**config.mk**
```make
export PLATFORM = sky130hd
export DESIGN_NAME = dmaChainEngine
export DESIGN_NICKNAME = d
export VERILOG_FILES = /design/src/rtl/dmaChainPkg.sv /design/src/rtl/dmaChainCtrl.sv /design/src/rtl/dmaChainPath.sv /design/src/rtl/dmaChainEngine.sv
export SDC_FILE = /design/constraint.sdc
export NUM_CORES = 1
export LEC_CHECK = 0
export BUFFER_PORTS_ARGS = -buffer_cell sky130_fd_sc_hd__buf_2
export CAP_MARGIN = 20
export CELL_PAD_IN_SITES_DETAIL_PLACEMENT = 0
export CELL_PAD_IN_SITES_GLOBAL_PLACEMENT = 1
export CORE_MARGIN = 1.5
export CORE_UTILIZATION = 30
export DETAILED_ROUTE_END_ITERATION = 8
export PLACE_DENSITY = 0.67
export REMOVE_ABC_BUFFERS = 1
export SYNTH_ARGS = -nofsm -noshare
export SYNTH_HDL_FRONTEND = slang
export SYNTH_SLANG_ARGS = --single-unit
```
**constraint.sdc**
```tcl
create_clock -name clk -period 5.7 [get_ports clk]
set_input_delay 0.855 -clock clk [delete_from_list [all_inputs] [get_ports clk]]
set_output_delay 0.855 -clock clk [all_outputs]
set_load 0.02 [all_outputs]
```
**src/rtl/dmaChainPkg.sv**
```systemverilog
package dmaChainPkg;
  localparam int WORD_W = 32;
  localparam int DESC_WORDS = 4;
  localparam int IDX_W = $clog2(DESC_WORDS);
  localparam int BYTES_PER_WORD = WORD_W / 8;
  localparam int DESC_BYTES = DESC_WORDS * BYTES_PER_WORD;
  // descriptor word order (fetch order)
  localparam logic [IDX_W-1:0] W_CFG = 2'd0;
  localparam logic [IDX_W-1:0] W_SIZE = 2'd1;
  localparam logic [IDX_W-1:0] W_BUF = 2'd2;
  localparam logic [IDX_W-1:0] W_NEXT = 2'd3;
  // config word flags
  localparam int BIT_OWN = 31;
  localparam int BIT_CHAIN = 4;
  localparam int BIT_LAST = 2;
  localparam int BIT_DIC = 1;
  // register indices
  localparam logic [1:0] REG_CTRL = 2'd0;
  localparam logic [1:0] REG_BASE = 2'd1;
  localparam logic [1:0] REG_STAT = 2'd2;
  localparam logic [1:0] REG_IEN = 2'd3;
  // status bits
  localparam int ST_DONE = 0;
  localparam int ST_UNAVAIL = 1;
  localparam int ST_ALIGN = 2;
  localparam int ST_W = 3;

  typedef struct packed {
    logic startChain;
    logic ldWord;
    logic [IDX_W-1:0] wordIdx;
    logic selBuf;
    logic selWback;
    logic startSeg;
    logic stepWord;
    logic nextDesc;
    logic setDone;
    logic setUnavail;
    logic setAlign;
    logic stopEng;
  } ctlStrobe_t;

  typedef struct packed {
    logic goPulse;
    logic abort;
    logic dirRead;
    logic own;
    logic last;
    logic dic;
    logic misaligned;
    logic segEmpty;
  } pathFlag_t;
endpackage

```
**src/rtl/dmaChainCtrl.sv**
```systemverilog
module dmaChainCtrl
  import dmaChainPkg::*;
(
  input  logic       clk,
  input  logic       rstN,
  input  pathFlag_t  flags,
  input  logic       memGnt,
  input  logic       fifoWrReady,
  input  logic       fifoRdValid,
  output logic       memReq,
  output logic       memWe,
  output logic       fifoWrPush,
  output logic       fifoRdPop,
  output ctlStrobe_t ctl
);
  typedef enum logic [2:0] {S_IDLE, S_FETCH, S_CHECK, S_MOVE, S_WBACK} state_t;
  state_t state;
  logic [IDX_W-1:0] idx;

  always_ff @(posedge clk or negedge rstN) begin
    if (!rstN) begin
      state <= S_IDLE;
      idx <= '0;
    end else if (flags.abort) begin
      state <= S_IDLE;
      idx <= '0;
    end else begin
      case (state)
        S_IDLE: if (flags.goPulse) begin
          state <= S_FETCH;
          idx <= '0;
        end
        S_FETCH: if (memGnt) begin
          if (idx == IDX_W'(DESC_WORDS - 1)) state <= S_CHECK;
          else idx <= idx + 1'b1;
        end
        S_CHECK: state <= (!flags.own || flags.misaligned) ? S_IDLE : S_MOVE;
        S_MOVE: if (flags.segEmpty) state <= S_WBACK;
        S_WBACK: if (memGnt) begin
          state <= flags.last ? S_IDLE : S_FETCH;
          idx <= '0;
        end
        default: state <= S_IDLE;
      endcase
    end
  end

  always_comb begin
    ctl = '0;
    memReq = 1'b0;
    memWe = 1'b0;
    fifoWrPush = 1'b0;
    fifoRdPop = 1'b0;
    case (state)
      S_IDLE: ctl.startChain = flags.goPulse;
      S_FETCH: begin
        memReq = 1'b1;
        ctl.wordIdx = idx;
        ctl.ldWord = memGnt;
      end
      S_CHECK: begin
        if (!flags.own) begin
          ctl.setUnavail = 1'b1;
          ctl.stopEng = 1'b1;
        end else if (flags.misaligned) begin
          ctl.setAlign = 1'b1;
          ctl.stopEng = 1'b1;
        end else ctl.startSeg = 1'b1;
      end
      S_MOVE: if (!flags.segEmpty) begin
        ctl.selBuf = 1'b1;
        if (flags.dirRead) begin
          memWe = 1'b1;
          memReq = fifoRdValid;
          fifoRdPop = fifoRdValid && memGnt;
        end else begin
          memReq = fifoWrReady;
          fifoWrPush = fifoWrReady && memGnt;
        end
        ctl.stepWord = memReq && memGnt;
      end
      S_WBACK: begin
        memReq = 1'b1;
        memWe = 1'b1;
        ctl.selWback = 1'b1;
        if (memGnt) begin
          ctl.setDone = !flags.dic;
          if (flags.last) ctl.stopEng = 1'b1;
          else ctl.nextDesc = 1'b1;
        end
      end
      default: ;
    endcase
    if (flags.abort) begin
      ctl = '0;
      memReq = 1'b0;
      memWe = 1'b0;
      fifoWrPush = 1'b0;
      fifoRdPop = 1'b0;
    end
  end

  AST_UNAVAIL_HALTS: assert property (@(posedge clk) disable iff (!rstN)
    (state == S_CHECK && !flags.own && !flags.abort) |=> (state == S_IDLE));
endmodule

```
**src/rtl/dmaChainPath.sv**
```systemverilog
module dmaChainPath
  import dmaChainPkg::*;
#(
  parameter int SIZE_BITS = 13
) (
  input  logic              clk,
  input  logic              rstN,
  input  logic              regWe,
  input  logic [1:0]        regIdx,
  input  logic [WORD_W-1:0] regWdata,
  output logic [WORD_W-1:0] regRdata,
  input  ctlStrobe_t        ctl,
  output pathFlag_t         flags,
  input  logic [WORD_W-1:0] memRdata,
  input  logic [WORD_W-1:0] fifoRdData,
  output logic [WORD_W-1:0] memAddr,
  output logic [WORD_W-1:0] memWdata,
  output logic              irq
);
  localparam int CNT_W = SIZE_BITS + 1;
  localparam logic [CNT_W-1:0] MAX_SEG = {1'b1, {SIZE_BITS{1'b0}}};

  logic ctrlFixed, ctrlEnable, ctrlDir;
  logic [WORD_W-1:0] listBase, curAddr, cfgWord, bufAddr, nextAddr, bufPtr;
  logic [SIZE_BITS-1:0] sizeFld;
  logic [CNT_W-1:0] bytesLeft;
  logic [ST_W-1:0] status, intEn, setVec, clrVec;
  logic wrCtrl, softRst;

  assign wrCtrl = regWe && (regIdx == REG_CTRL);
  assign softRst = wrCtrl && regWdata[0];

  always_comb begin
    setVec = '0;
    setVec[ST_DONE] = ctl.setDone;
    setVec[ST_UNAVAIL] = ctl.setUnavail;
    setVec[ST_ALIGN] = ctl.setAlign;
    clrVec = (regWe && regIdx == REG_STAT) ? regWdata[ST_W-1:0] : '0;
  end

  // software-visible registers
  always_ff @(posedge clk or negedge rstN) begin
    if (!rstN) begin
      ctrlFixed <= 1'b0;
      ctrlEnable <= 1'b0;
      ctrlDir <= 1'b0;
      listBase <= '0;
      status <= '0;
      intEn <= '0;
    end else if (softRst) begin
      ctrlFixed <= 1'b0;
      ctrlEnable <= 1'b0;
      ctrlDir <= 1'b0;
      status <= '0;
    end else begin
      if (wrCtrl) begin
        ctrlFixed <= regWdata[1];
        ctrlEnable <= regWdata[2];
        ctrlDir <= regWdata[3];
      end
      if (ctl.stopEng) ctrlEnable <= 1'b0;
      if (regWe && regIdx == REG_BASE) listBase <= regWdata;
      if (regWe && regIdx == REG_IEN) intEn <= regWdata[ST_W-1:0];
      status <= (status & ~clrVec) | setVec;
    end
  end

  // descriptor and segment state
  always_ff @(posedge clk or negedge rstN) begin
    if (!rstN) begin
      curAddr <= '0;
      cfgWord <= '0;
      sizeFld <= '0;
      bufAddr <= '0;
      nextAddr <= '0;
      bufPtr <= '0;
      bytesLeft <= '0;
    end else begin
      if (ctl.startChain) curAddr <= listBase;
      if (ctl.nextDesc)
        curAddr <= cfgWord[BIT_CHAIN] ? nextAddr : curAddr + WORD_W'(DESC_BYTES);
      if (ctl.ldWord) begin
        case (ctl.wordIdx)
          W_CFG: cfgWord <= memRdata;
          W_SIZE: sizeFld <= memRdata[SIZE_BITS-1:0];
          W_BUF: bufAddr <= memRdata;
          W_NEXT: nextAddr <= memRdata;
          default: ;
        endcase
      end
      if (ctl.startSeg) begin
        bufPtr <= bufAddr;
        bytesLeft <= (sizeFld == '0) ? MAX_SEG : {1'b0, sizeFld};
      end
      if (ctl.stepWord) begin
        bufPtr <= bufPtr + WORD_W'(BYTES_PER_WORD);
        bytesLeft <= bytesLeft - CNT_W'(BYTES_PER_WORD);
      end
    end
  end

  always_comb begin
    flags.goPulse = wrCtrl && !regWdata[0] && regWdata[2] && !ctrlEnable;
    flags.abort = softRst;
    flags.dirRead = ctrlDir;
    flags.own = cfgWord[BIT_OWN];
    flags.last = cfgWord[BIT_LAST];
    flags.dic = cfgWord[BIT_DIC];
    flags.misaligned = (|bufAddr[1:0]) || (|sizeFld[1:0]);
    flags.segEmpty = (bytesLeft == '0);
  end

  assign memAddr = ctl.selBuf ? bufPtr : curAddr + WORD_W'({ctl.wordIdx, 2'b00});
  assign memWdata = ctl.selWback ? (cfgWord & ~(WORD_W'(1) << BIT_OWN)) : fifoRdData;
  assign irq = |(status & intEn);

  always_comb begin
    case (regIdx)
      REG_CTRL: regRdata = WORD_W'({ctrlDir, ctrlEnable, ctrlFixed, 1'b0});
      REG_BASE: regRdata = listBase;
      REG_STAT: regRdata = WORD_W'(status);
      default:  regRdata = WORD_W'(intEn);
    endcase
  end

  AST_STEP_IN_RANGE: assert property (@(posedge clk) disable iff (!rstN)
    ctl.stepWord |-> (bytesLeft >= CNT_W'(BYTES_PER_WORD)));
  AST_BUF_ALIGNED: assert property (@(posedge clk) disable iff (!rstN)
    ctl.selBuf |-> (memAddr[1:0] == 2'b00));
  AST_STOP_CLEARS_ENABLE: assert property (@(posedge clk) disable iff (!rstN)
    ctl.stopEng |=> !ctrlEnable);
  AST_STATUS_W1C: assert property (@(posedge clk) disable iff (!rstN)
    (regWe && regIdx == REG_STAT && setVec == '0) |=>
      ((status & $past(regWdata[ST_W-1:0])) == '0));
endmodule

```
**src/rtl/dmaChainEngine.sv**
```systemverilog
module dmaChainEngine
  import dmaChainPkg::*;
#(
  parameter int SIZE_BITS = 13
) (
  input  logic        clk,
  input  logic        rstN,
  input  logic        regWe,
  input  logic [1:0]  regIdx,
  input  logic [31:0] regWdata,
  output logic [31:0] regRdata,
  output logic        memReq,
  output logic        memWe,
  output logic [31:0] memAddr,
  output logic [31:0] memWdata,
  input  logic        memGnt,
  input  logic [31:0] memRdata,
  input  logic        fifoWrReady,
  output logic        fifoWrPush,
  output logic [31:0] fifoWrData,
  input  logic        fifoRdValid,
  output logic        fifoRdPop,
  input  logic [31:0] fifoRdData,
  output logic        irq
);
  ctlStrobe_t ctl;
  pathFlag_t flags;

  dmaChainCtrl u_ctrl (
    .clk(clk), .rstN(rstN), .flags(flags), .memGnt(memGnt),
    .fifoWrReady(fifoWrReady), .fifoRdValid(fifoRdValid),
    .memReq(memReq), .memWe(memWe), .fifoWrPush(fifoWrPush),
    .fifoRdPop(fifoRdPop), .ctl(ctl)
  );

  dmaChainPath #(.SIZE_BITS(SIZE_BITS)) u_path (
    .clk(clk), .rstN(rstN), .regWe(regWe), .regIdx(regIdx),
    .regWdata(regWdata), .regRdata(regRdata), .ctl(ctl), .flags(flags),
    .memRdata(memRdata), .fifoRdData(fifoRdData), .memAddr(memAddr),
    .memWdata(memWdata), .irq(irq)
  );

  assign fifoWrData = memRdata;

  AST_WBACK_DROPS_OWN: assert property (@(posedge clk) disable iff (!rstN)
    (memReq && memWe && ctl.selWback) |-> !memWdata[BIT_OWN]);
endmodule

```
==> results of run 1 <==
[registers in the layout, indices dropped and copies added (netlist names), 2 cells and up]
register,flops
u_path.cfgWord,32
u_path.curAddr,32
u_path.bufPtr,32
u_ctrl.idx,2
u_path.intEn,3
u_path.listBase,32
u_ctrl.state,3
u_path.sizeFld,13
u_path.bytesLeft,14
u_path.status,3
u_path.bufAddr,32
u_path.nextAddr,32
[critical path, stage by stage]
cell and delay [ns]:
sky130_fd_sc_hd__buf_2 0.17, sky130_fd_sc_hd__nor4bb_1 0.64, sky130_fd_sc_hd__nor3_2 0.18, sky130_fd_sc_hd__and2_1 0.21, sky130_fd_sc_hd__ha_1 0.21, sky130_fd_sc_hd__ha_1 0.19
sky130_fd_sc_hd__a31oi_1 0.63, sky130_fd_sc_hd__nor3_1 0.16, sky130_fd_sc_hd__xnor2_1 0.16, sky130_fd_sc_hd__o21ai_0 0.47, sky130_fd_sc_hd__buf_2 0.27
[synth_stat cells (all sizes together) (13+ instances only)]
cell / n
o311ai: 15
and2: 37
xnor2: 30
a22oi: 13
nand2b: 13
or4: 19
dfrtp: 233
clkbuf: 60
inv: 18
a31oi: 13
nand2: 126
o21ai: 63
buf: 61
or3: 16
nor4: 18
o211ai: 23
nand3: 56
mux2: 181
nand4: 18
nor3: 27
a21oi: 34
nor2: 54
[stage by stage]
stage / util, % / area (um2) / power [W] / hold WS [ns]
finish: 36.3 / 15300 / 0.00696 / 0.426
global route: 36.3 / 15300 / 0.00735 / 0.504
CTS: 36.2 / 15200 / 0.00702 / 0.460
detailed placement: 33.8 / 14200 / 0.00499 / 0.463
global placement: 33.8 / 14200 / 0.00493 / 0.459
floorplan: - / 12200 / 0.00408 / 0.445
[cell families (layout without fill, tap and decap cells)]
logic type                 count (synthesis)  after routing  share of synthesized area, %
AOI/OAI and AO/OA                        222            222                          11.6
xor gates and xnor gates                  37             37                          2.53
adders and majority gates                  7              7                         0.685
buffers and inverters                    139            326                          5.47
DFF                                      233            233                          45.6
muxes                                    190            190                          16.9
and+or+nand+nor                          425            425                          17.3
[layout make-up]
| class | count | area (um2) | area share [%] |
|---|---|---|---|
| multi-input cells | 881 | 6290 | 41.2 |
| well taps | 539 | 674 | 4.42 |
| repair buffers | 256 | 1390 | 9.13 |
| flip-flops and latches | 233 | 5830 | 38.2 |
| clock inverters | 14 | 200 | 1.31 |
| inverters | 18 | 67.6 | 0.442 |
| clock buffers | 38 | 820 | 5.37 |
[final timing paths]
path                                  startpoint                  end  slack, ns  depth (start not counted)
worst max-delay path                   regIdx[0]          memAddr[14]       0.68                         11
worst min register to register  u_path.ctrlFixed     u_path.ctrlFixed       0.48                          2
worst max register to register  u_path.bufPtr[7]    u_path.bufPtr[25]       2.24                          5
worst min-delay path                        rstN      u_path.intEn[2]       0.43                          1
min in group clk                u_path.ctrlFixed     u_path.ctrlFixed       0.48                          2
max in group asynchronous                   rstN  u_path.nextAddr[21]       4.09                          2
[cell usage in the layout, fill, tap and decap left out, types with 15 or more instances in the layout]
master,n
sky130_fd_sc_hd__nor2_1,53
sky130_fd_sc_hd__buf_2,235
sky130_fd_sc_hd__nand4_1,18
sky130_fd_sc_hd__inv_1,18
sky130_fd_sc_hd__a21oi_1,32
sky130_fd_sc_hd__dfrtp_1,233
sky130_fd_sc_hd__buf_4,17
sky130_fd_sc_hd__o21ai_0,53
sky130_fd_sc_hd__nor3_1,24
sky130_fd_sc_hd__and2_1,37
sky130_fd_sc_hd__o311ai_0,15
sky130_fd_sc_hd__clkbuf_16,29
sky130_fd_sc_hd__nand2_1,125
sky130_fd_sc_hd__or3_1,15
sky130_fd_sc_hd__xnor2_1,30
sky130_fd_sc_hd__mux2_2,180
sky130_fd_sc_hd__nand3_1,55
sky130_fd_sc_hd__o211ai_1,23
sky130_fd_sc_hd__nor4_1,18
[where the power goes]
group	internal, W	leakage (nW)	total, W	switching [W]
clock	0.00123	0.502	0.00199	0.000758
combinational	0.000969	3.16	0.00211	0.00114
sequential	0.00227	2.93	0.00286	0.000598
[metal layers]
| layer | vias to the layer above | GRT usage [%] | wire (um) |
|---|---|---|---|
| met3 | 46 | 2.57 | 2180 |
| met4 | 0 | 3.55 | 711 |
| li1 | 4848 | - | - |
| met1 | 5392 | 26.0 | 18900 |
| met2 | 347 | 29.8 | 19200 |
| met5 | - | 0 | 0 |
==> flow_summary.toml, run 1 <==
[synthesis]
synth_largest_type_area_fraction_pct = 45.6
synth.yosys.seq_area_share_pct = 45.6
synth_edf_count = 0
synth_cells = 1253
dominantRegCellSynth = "sky130_fd_sc_hd__dfrtp_1"
synth_largest_area_cell = "sky130_fd_sc_hd__dfrtp_1"
yosys_register_bits = 233
synth_area_leaders = "sky130_fd_sc_hd__dfrtp_1 46%, sky130_fd_sc_hd__mux2_2 16%, sky130_fd_sc_hd__nand2_1 3.7%"
synthesis.yosys.warnings = 0
post_synthesis_cell_type_count = 76
netlist_area_mm2 = 0.0128
syn_area_per_cell_um2 = 10.2
postSynth.asyncResetShare_pct = 100

[drt]
drt_iter0_drc = 720
detailedRoute.firstPassIterationCount = 5
dr_total_vias = 10600
finalWirelength_mm = 40.9
remaining_drc_errors = 0
ant_nets = 0
wl_per_cell_um = 20.7
detail_route.vias_per_cell = 5.37

[clocking]
tritoncts = "yes"
post_cts_buffers = 0
numClockSinks = 233
clk_path_buf_depth = 3
clock_root_buffer = "sky130_fd_sc_hd__clkbuf_16"
tritoncts.num_buffers = 29
clkTransAtPathRegs_ns = 0.06
clk-insertion-delay-late_ns = 0.56
ctsHoldBuffers = 0
cts_max_level = 1
post_cts_resize_count = 0

[floorplan]
core-area_mm2 = 0.0420
placementRows = 75
die_width_um = 210
floorplan.die_area_mm2 = 0.0439
initial_core_util_pct = 30.4
num_io_pins = 237
vert_die_dim_um = 210

[global_route]
grt_start_max_net_pins = 126
grt_pass1_vias = 10200
grt_usage_pct = 18.3
gr_ovfl_total = 0
global_route_wire_length_before_repair_mm = 62.2
grt_antenna_before_repair = 0

[place]
post-dp-hpwl_mm = 28.6
dp_slack_ns = 0.774
port_buffers = 236
gp_congestion = 0.849
post-place-cells = 1925

[sta]
clock-skew-final_ns = 0.00975
timing_max_transition_violations_final = 0
maxClockFrequency_mhz = 199
worst_slew_pin_slew_ns = 1.07
worst_slew_margin_pct = 28.7
unrepaired_setup_endpoints_after_global_routing = "false"
hold_viol_final = 0
finalSetupViolCount = 0
worst_slack_ns = 0.680
finalWorstPathRequiredPeriod_ns = 5.02
totalNegativeSetupSlack_ns = 0
timing.final.crit_share_pct = 88.1

[setup_path]
setup.worst_path.class = "primary input to output port"
required_ns = 4.85
endpoint_kind = "output port"
arrival_ns = 4.16
critical_path_peak_fanout = 10
crit_path_start_kind = "primary input"

[layout]
antenna_diodes = 0
finish.cell_count_without_fillers = 1979
fillers = 4266
nNetsFinal = 1530
area_delta_synth_final_pct = 19.4
post_route_cells_drive_above_1_share_pct = 35.7

[flow_run]
max_capacitance_violation_total = 0

[run_status]
run_status = "completed"

[hold_path]
hp-class = "primary input to async pin"

[power_and_ir_drop]
power.ir.vdd_worst_uv = 238
leakage_nw = 6.60
power_density_mw_per_mm2 = 455
Note: power is estimated with default switching activity, not from simulation.
==> inputs of run 2 (changes only) <==
--- a/config.mk
+++ b/config.mk
@@ -5,6 +5,7 @@
 export SDC_FILE = /design/constraint.sdc
 export NUM_CORES = 1
 export LEC_CHECK = 0
+export ABC_AREA = 1
 export BUFFER_PORTS_ARGS = -buffer_cell sky130_fd_sc_hd__buf_2
 export CAP_MARGIN = 20
 export CELL_PAD_IN_SITES_DETAIL_PLACEMENT = 0
@@ -12,7 +13,7 @@
 export CORE_MARGIN = 1.5
 export CORE_UTILIZATION = 30
 export DETAILED_ROUTE_END_ITERATION = 8
-export PLACE_DENSITY = 0.67
+export PLACE_DENSITY = 0.71
 export REMOVE_ABC_BUFFERS = 1
 export SYNTH_ARGS = -nofsm -noshare
 export SYNTH_HDL_FRONTEND = slang
==> flow_summary.toml, run 2 <==
[run_status]
run_status = "completed"

[synthesis]
synth_top_family_by_area = "simple AND/OR/NAND/NOR gates"
adder_and_majority_gate_portion_of_the_synthesized_area_pct = 0.646
post_synth_and_or_nand_nor_area_fraction_pct = 34.6
synth_edf_count = 0
synth_xor_xnor_area_share_pct = 0.840
post_synth_most_frequent_cells = "655 x sky130_fd_sc_hd__nand2_1, 239 x sky130_fd_sc_hd__nor2_1, 233 x sky130_fd_sc_hd__dfrtp_1"
synthesis.yosys.warnings = 0
syn_area_per_cell_um2 = 6.94
synth-compound-area-share_pct = 10.8
postSynth.asyncResetShare_pct = 100
synth.most_common_cell = "sky130_fd_sc_hd__nand2_1"
netlist_area_mm2 = 0.0136
synth_area_leaders = "sky130_fd_sc_hd__dfrtp_1 43%, sky130_fd_sc_hd__nand2_1 18%, sky130_fd_sc_hd__nor2_1 6.6%"
synth_cells = 1952
synth.yosys.seq_area_share_pct = 43.0
dominantRegCellSynth = "sky130_fd_sc_hd__dfrtp_1"
yosys_register_bits = 233
post_synthesis_cell_type_count = 43
synth_largest_type_area_fraction_pct = 43.0
synth_largest_area_cell = "sky130_fd_sc_hd__dfrtp_1"
yosys-mux-area-fraction_pct = 0

[global_route]
global_route_wire_length_before_repair_mm = 73.4
grt_usage_pct = 20.1
grt_antenna_before_repair = 0
gr_ovfl_total = 0
grt_pass1_vias = 12800
grt_start_max_net_pins = 126

[drt]
wl_per_cell_um = 17.2
remaining_drc_errors = 0
finalWirelength_mm = 47.0
ant_nets = 0
detailedRoute.firstPassIterationCount = 5
dr_total_vias = 13100
detail_route.vias_per_cell = 4.82
drt_iter0_drc = 952

[clocking]
post_cts_resize_count = 0
clk-insertion-delay-late_ns = 0.57
tritoncts = "yes"
tritoncts.num_buffers = 28
clk_path_buf_depth = 3
clkTransAtPathRegs_ns = 0.07
post_cts_buffers = 0
ctsHoldBuffers = 0
numClockSinks = 233
clock_root_buffer = "sky130_fd_sc_hd__clkbuf_16"
cts_max_level = 1

[sta]
clock-skew-final_ns = 0.0167
finalSetupViolCount = 0
worst_slew_margin_pct = 35.1
timing_max_transition_violations_final = 0
timing.final.crit_share_pct = 75.5
maxClockFrequency_mhz = 233
hold_viol_final = 0
timing.hold.ws_ns = 0.306
totalNegativeSetupSlack_ns = 0
finalWorstPathRequiredPeriod_ns = 4.30
worst_slew_pin_slew_ns = 0.972
unrepaired_setup_endpoints_after_global_routing = "false"

[setup_path]
worst-r2r-setup-slack_ns = 2.13
r2r_start = "u_ctrl.state[0]"
setup.worst_path.class = "register to output port"
endpoint_kind = "output port"
timing.reg2reg.worst_path_depth = 9
required_ns = 4.85
r2r-end = "u_path.curAddr[9]"
critical_path_peak_fanout = 21
crit_path_start_kind = "register"
arrival_ns = 3.45

[power_and_ir_drop]
leakage_nw = 8.16
power.ir.vdd_worst_uv = 230
power_density_mw_per_mm2 = 480

[layout]
antenna_diodes = 0
postLayoutCoreUtil_pct = 35.8
post_route_cells_drive_above_1_share_pct = 15.7
final_area_mm2 = 0.0159
area_delta_synth_final_pct = 17.5
most-common-layout-cells = "654 x sky130_fd_sc_hd__nand2_1, 239 x sky130_fd_sc_hd__nor2_1, 235 x sky130_fd_sc_hd__buf_2"
nNetsFinal = 2224
leading_cell_type_in_the_layout_fill_and_taps_excluded = "sky130_fd_sc_hd__nand2_1"

[place]
gp_congestion = 0.914
port_buffers = 236
post-dp-hpwl_mm = 34.5
post_dp_cell_area_mm2 = 0.0149

[hold_path]
hp-class = "primary input to async pin"

[floorplan]
floorplan.die_area_mm2 = 0.0465
placementRows = 77
vert_die_dim_um = 216
initial_core_util_pct = 30.5
num_io_pins = 237
die_width_um = 216
core-area_mm2 = 0.0444

[flow_run]
max_capacitance_violation_total = 0
run 2: changes by cell type after synthesis, sizes merged, moves of 36 or more:
cell | previous run | this run
nand2 | 126 | 667
nand3 | 56 | 155
mux2 | 181 | 0
inv | 18 | 189
and2 | 37 | 1
nor2 | 54 | 248
o21ai | 63 | 196
run 2: layout make-up:
| type | count | area (um2) |
|---|---|---|
| clock buffers | 34 | 753 |
| well taps | 592 | 741 |
| multi-input cells | 1419 | 6360 |
| fillers | 4808 | 28500 |
| clock inverters | 18 | 246 |
| repair buffers | 242 | 1280 |
| flip-flops and latches | 233 | 5830 |
| inverters | 189 | 712 |
run 2: metrics by stage:
step	setup WS (ns)	std cells	total power, W
CTS	1.42	2725	0.00772
global placement	1.51	2673	0.00569
finish	1.40	2727	0.00764
floorplan	1.72	1841	0.00453
detailed placement	1.49	2673	0.00573
global route	1.16	2727	0.00820
run 2: routing by layer:
layer / up-vias / track usage (%) / wire length (um)
met5: - / 0 / 0
met4: 0 / 5.24 / 1230
met3: 60 / 2.55 / 2350
met2: 378 / 32.0 / 21100
met1: 6207 / 28.6 / 22200
li1: 6490 / - / -
run 2: critical path: stages, from the launching register on:
cell	delay, ns
sky130_fd_sc_hd__dfrtp_1	0.41
sky130_fd_sc_hd__inv_2	0.08
sky130_fd_sc_hd__nand2_1	0.06
sky130_fd_sc_hd__nor2_2	0.19
sky130_fd_sc_hd__nand2_1	0.17
sky130_fd_sc_hd__nor2_8	0.16
sky130_fd_sc_hd__nand2_4	0.14
sky130_fd_sc_hd__nand2_1	0.08
sky130_fd_sc_hd__inv_1	0.04
sky130_fd_sc_hd__ha_1	0.22
sky130_fd_sc_hd__inv_1	0.17
sky130_fd_sc_hd__nand2_2	0.31
sky130_fd_sc_hd__inv_2	0.25
sky130_fd_sc_hd__nand2_1	0.08
sky130_fd_sc_hd__nand3_1	0.09
sky130_fd_sc_hd__o21ai_0	0.20
sky130_fd_sc_hd__buf_2	0.24
run 2: where the power goes:
group	switching, W	internal (W)	total (W)
Clock	0.000771	0.00117	0.00194
Sequential	0.000645	0.00225	0.00290
Combinational	0.00190	0.000908	0.00281
run 2: kinds of logic after synthesis:
logic type,count (synthesis)
adder cells (fa/ha/maj),7
AO/OA/AOI/OAI,278
flip-flops,233
buffers and inverters,300
AND/OR/NAND/NOR,1121
XOR/XNOR,13
run 2: worst max path at each step:
stage	start	endpoint	slack, ns
2_1_floorplan	regIdx[1]	memAddr[0]	1.72
3_3_place_gp	regIdx[1]	memAddr[4]	1.51
3_5_place_dp	regIdx[1]	memAddr[4]	1.49
4_1_cts	u_ctrl.state[1]	memAddr[4]	1.42
5_1_grt	u_ctrl.state[1]	memAddr[4]	1.16
6_report	u_ctrl.state[1]	memAddr[4]	1.40
==> inputs of run 3 (changes only) <==
--- a/config.mk
+++ b/config.mk
@@ -5,7 +5,7 @@
 export SDC_FILE = /design/constraint.sdc
 export NUM_CORES = 1
 export LEC_CHECK = 0
-export ABC_AREA = 1
+export ABC_AREA = 0
 export BUFFER_PORTS_ARGS = -buffer_cell sky130_fd_sc_hd__buf_2
 export CAP_MARGIN = 20
 export CELL_PAD_IN_SITES_DETAIL_PLACEMENT = 0
@@ -13,7 +13,7 @@
 export CORE_MARGIN = 1.5
 export CORE_UTILIZATION = 30
 export DETAILED_ROUTE_END_ITERATION = 8
-export PLACE_DENSITY = 0.71
+export PLACE_DENSITY = 0.69
 export REMOVE_ABC_BUFFERS = 1
 export SYNTH_ARGS = -nofsm -noshare
 export SYNTH_HDL_FRONTEND = slang
==> constraint.sdc (replaced) <==
create_clock -name clk -period 3.85 [get_ports clk]
set_input_delay 0.5775 -clock clk [delete_from_list [all_inputs] [get_ports clk]]
set_output_delay 0.5775 -clock clk [all_outputs]
set_load 0.02 [all_outputs]
==> flow_summary.toml, run 3 (same netlist as run 1, synthesis figures left out) <==
[global_route]
grt_pass1_vias = 10400
grt_start_max_net_pins = 97
globalRouteMet2Util_pct = 29.2
grt_usage_pct = 18.2
groute.layer.met1.usage_pct = 25.5
grt_use_met3_pct = 2.51
gr-max-usage-layer = "met2"
global_route_wire_length_before_repair_mm = 62.3
gr_ovfl_total = 0
grt_antenna_before_repair = 0

[setup_path]
required_ns = 3.27
crit_path_start_kind = "register"
crit_buf_inv = 1
r2r-end = "u_path.bufPtr[24]"
cpLargestDelayFamily = "simple AND/OR/NAND/NOR gates"
endpoint_kind = "output port"
r2r_start = "u_path.bufPtr[13]"
setup.worst_path.start = "u_path.curAddr[12]"
critical_path_top_delay_cell = "sky130_fd_sc_hd__or4_4"
worst-r2r-setup-slack_ns = 1.23
worstPathCellList = "nand4_1 -> or4_4 -> or4_1 -> or3_1 -> a31oi_2 -> buf_4"
arrival_ns = 3.14
cp.depth = 6
worst_path_largest_cell_delay_ns = 0.65
critical_path_peak_fanout = 10
timing.reg2reg.worst_path_depth = 5
setup.worst_path.class = "register to output port"
worst_setup_path_endpoint = "memAddr[27]"

[hold_path]
hp-class = "primary input to async pin"

[power_and_ir_drop]
power.share.combinational_pct = 31.1
switchingPower_w = 0.00369
power.ir.vdd_worst_uv = 297
leakage_nw = 6.81
power.sequential.fraction_pct = 40.3
clock_power_share_pct = 28.6
internal_power_w = 0.00682
design_power_total_w = 0.0105
switching_share_pct = 35.1
power_density_mw_per_mm2 = 671

[drt]
detailedRoute.firstPassIterationCount = 5
remaining_drc_errors = 0
dr_total_vias = 10700
wl_per_cell_um = 20.0
finalWirelength_mm = 40.3
drt_iter0_drc = 719
ant_nets = 0
detail_route.vias_per_cell = 5.32

[layout]
nNetsFinal = 1572
leading_cell_type_in_the_layout_fill_and_taps_excluded = "sky130_fd_sc_hd__buf_2"
fillers = 4186
area_delta_synth_final_pct = 22.4
multiInputGateArea_mm2 = 0.00634
antenna_diodes = 0
seqCellArea_mm2 = 0.00583
most-common-layout-cells = "233 x sky130_fd_sc_hd__buf_2, 231 x sky130_fd_sc_hd__dfrtp_1, 180 x sky130_fd_sc_hd__mux2_2"
finish.cell_count_without_fillers = 2018
final_area_mm2 = 0.0157
post_route_cells_drive_above_1_share_pct = 37.9

[floorplan]
placementRows = 75
initial_core_util_pct = 30.4
floorplan.die_area_mm2 = 0.0439
num_io_pins = 237
die_width_um = 210
vert_die_dim_um = 210
core-area_mm2 = 0.0420

[flow_run]
max_capacitance_violation_total = 0

[run_status]
run_status = "completed"

[place]
gp_congestion = 0.859
post-dp-hpwl_mm = 29.2
dp_slack_ns = 0.236
post-place-cells = 1966
post_dp_cell_area_mm2 = 0.0145
port_buffers = 236

[sta]
totalNegativeSetupSlack_ns = 0
clock-skew-final_ns = 0.0220
worst_slack_ns = 0.137
finalSetupViolCount = 0
finalWorstPathRequiredPeriod_ns = 3.71
timing.final.crit_share_pct = 96.5
maxClockFrequency_mhz = 269
worst_slew_margin_pct = 43.7
timing_max_transition_violations_final = 0
worst_slew_pin_slew_ns = 0.840
hold_viol_final = 0
unrepaired_setup_endpoints_after_global_routing = "false"

[clocking]
clk_path_buf_depth = 3
tritoncts = "yes"
clk-insertion-delay-late_ns = 0.56
clock_root_buffer = "sky130_fd_sc_hd__clkbuf_16"
numClockSinks = 233
cts_max_level = 1
clkTransAtPathRegs_ns = 0.06
tritoncts.num_buffers = 29
ctsHoldBuffers = 0
[run 3: cell types whose count changed in the layout (fill, tap and decap cells not counted), sizes merged, moves of 16 or more]
cell and delta:
o21ai -133, or3 +16, nand3 -99, xnor2 +26, buf +56, nand2 -541
mux2 +181, a21oi -22, and2 +36, or4 +19, nor2 -194, inv -170
[run 3: how the worst min path moves through the flow]
stage,startpoint,endpoint,slack [ns],depth (start not counted)
final,rstN,u_path.intEn[2],0.01,1
after global routing,rstN,u_path.intEn[2],0.10,1
after CTS,rstN,u_path.intEn[0],0.08,1
after detailed placement,u_path.bufAddr[10],u_path.bufPtr[10],0.47,2
after global placement,u_path.bufAddr[10],u_path.bufPtr[10],0.46,2
after floorplan,rstN,u_ctrl.idx[0],0.28,0
[run 3: final cells by class]
| cell class | instances | share of cell area, % |
|---|---|---|
| Clock buffer | 38 | 5.11 |
| Multi-Input combinational cell | 881 | 40.5 |
| Inverter | 18 | 0.432 |
| Tap cell | 539 | 4.31 |
| Timing Repair Buffer | 298 | 10.9 |
| Clock inverter | 11 | 1.52 |
| Sequential cell | 233 | 37.3 |
[run 3: routing by layer]
layer | vias up | routed length (um)
met5 | - | 0
met4 | 0 | 1070
met3 | 62 | 2280
met2 | 357 | 18500
met1 | 5372 | 18400
li1 | 4954 | -
[run 3: stage by stage]
stage | hold slack, ns | utilization [%]
finish | 0.0139 | 37.2
global route | 0.103 | 37.2
CTS | 0.0756 | 37.0
global placement | 0.459 | 34.5
detailed placement | 0.466 | 34.5
floorplan | 0.282 | -
[run 3: power by group through the flow]
stage / Combinational [W] / Clock (W) / Sequential (W)
floorplan: 0.00211 / 0 / 0.00393
global placement: 0.00317 / 0 / 0.00424
detailed placement: 0.00323 / 0 / 0.00427
CTS: 0.00324 / 0.00309 / 0.00424
global route: 0.00356 / 0.00318 / 0.00436
finish: 0.00327 / 0.00301 / 0.00423
[run 3: timing repair]
| action | in CTS | in global routing |
|---|---|---|
| resized for setup | 4 | 16 |
| setup endpoints to repair | 12 | 17 |
| hold endpoints to repair | 0 | 0 |
| buffers inserted | 0 | 2 |
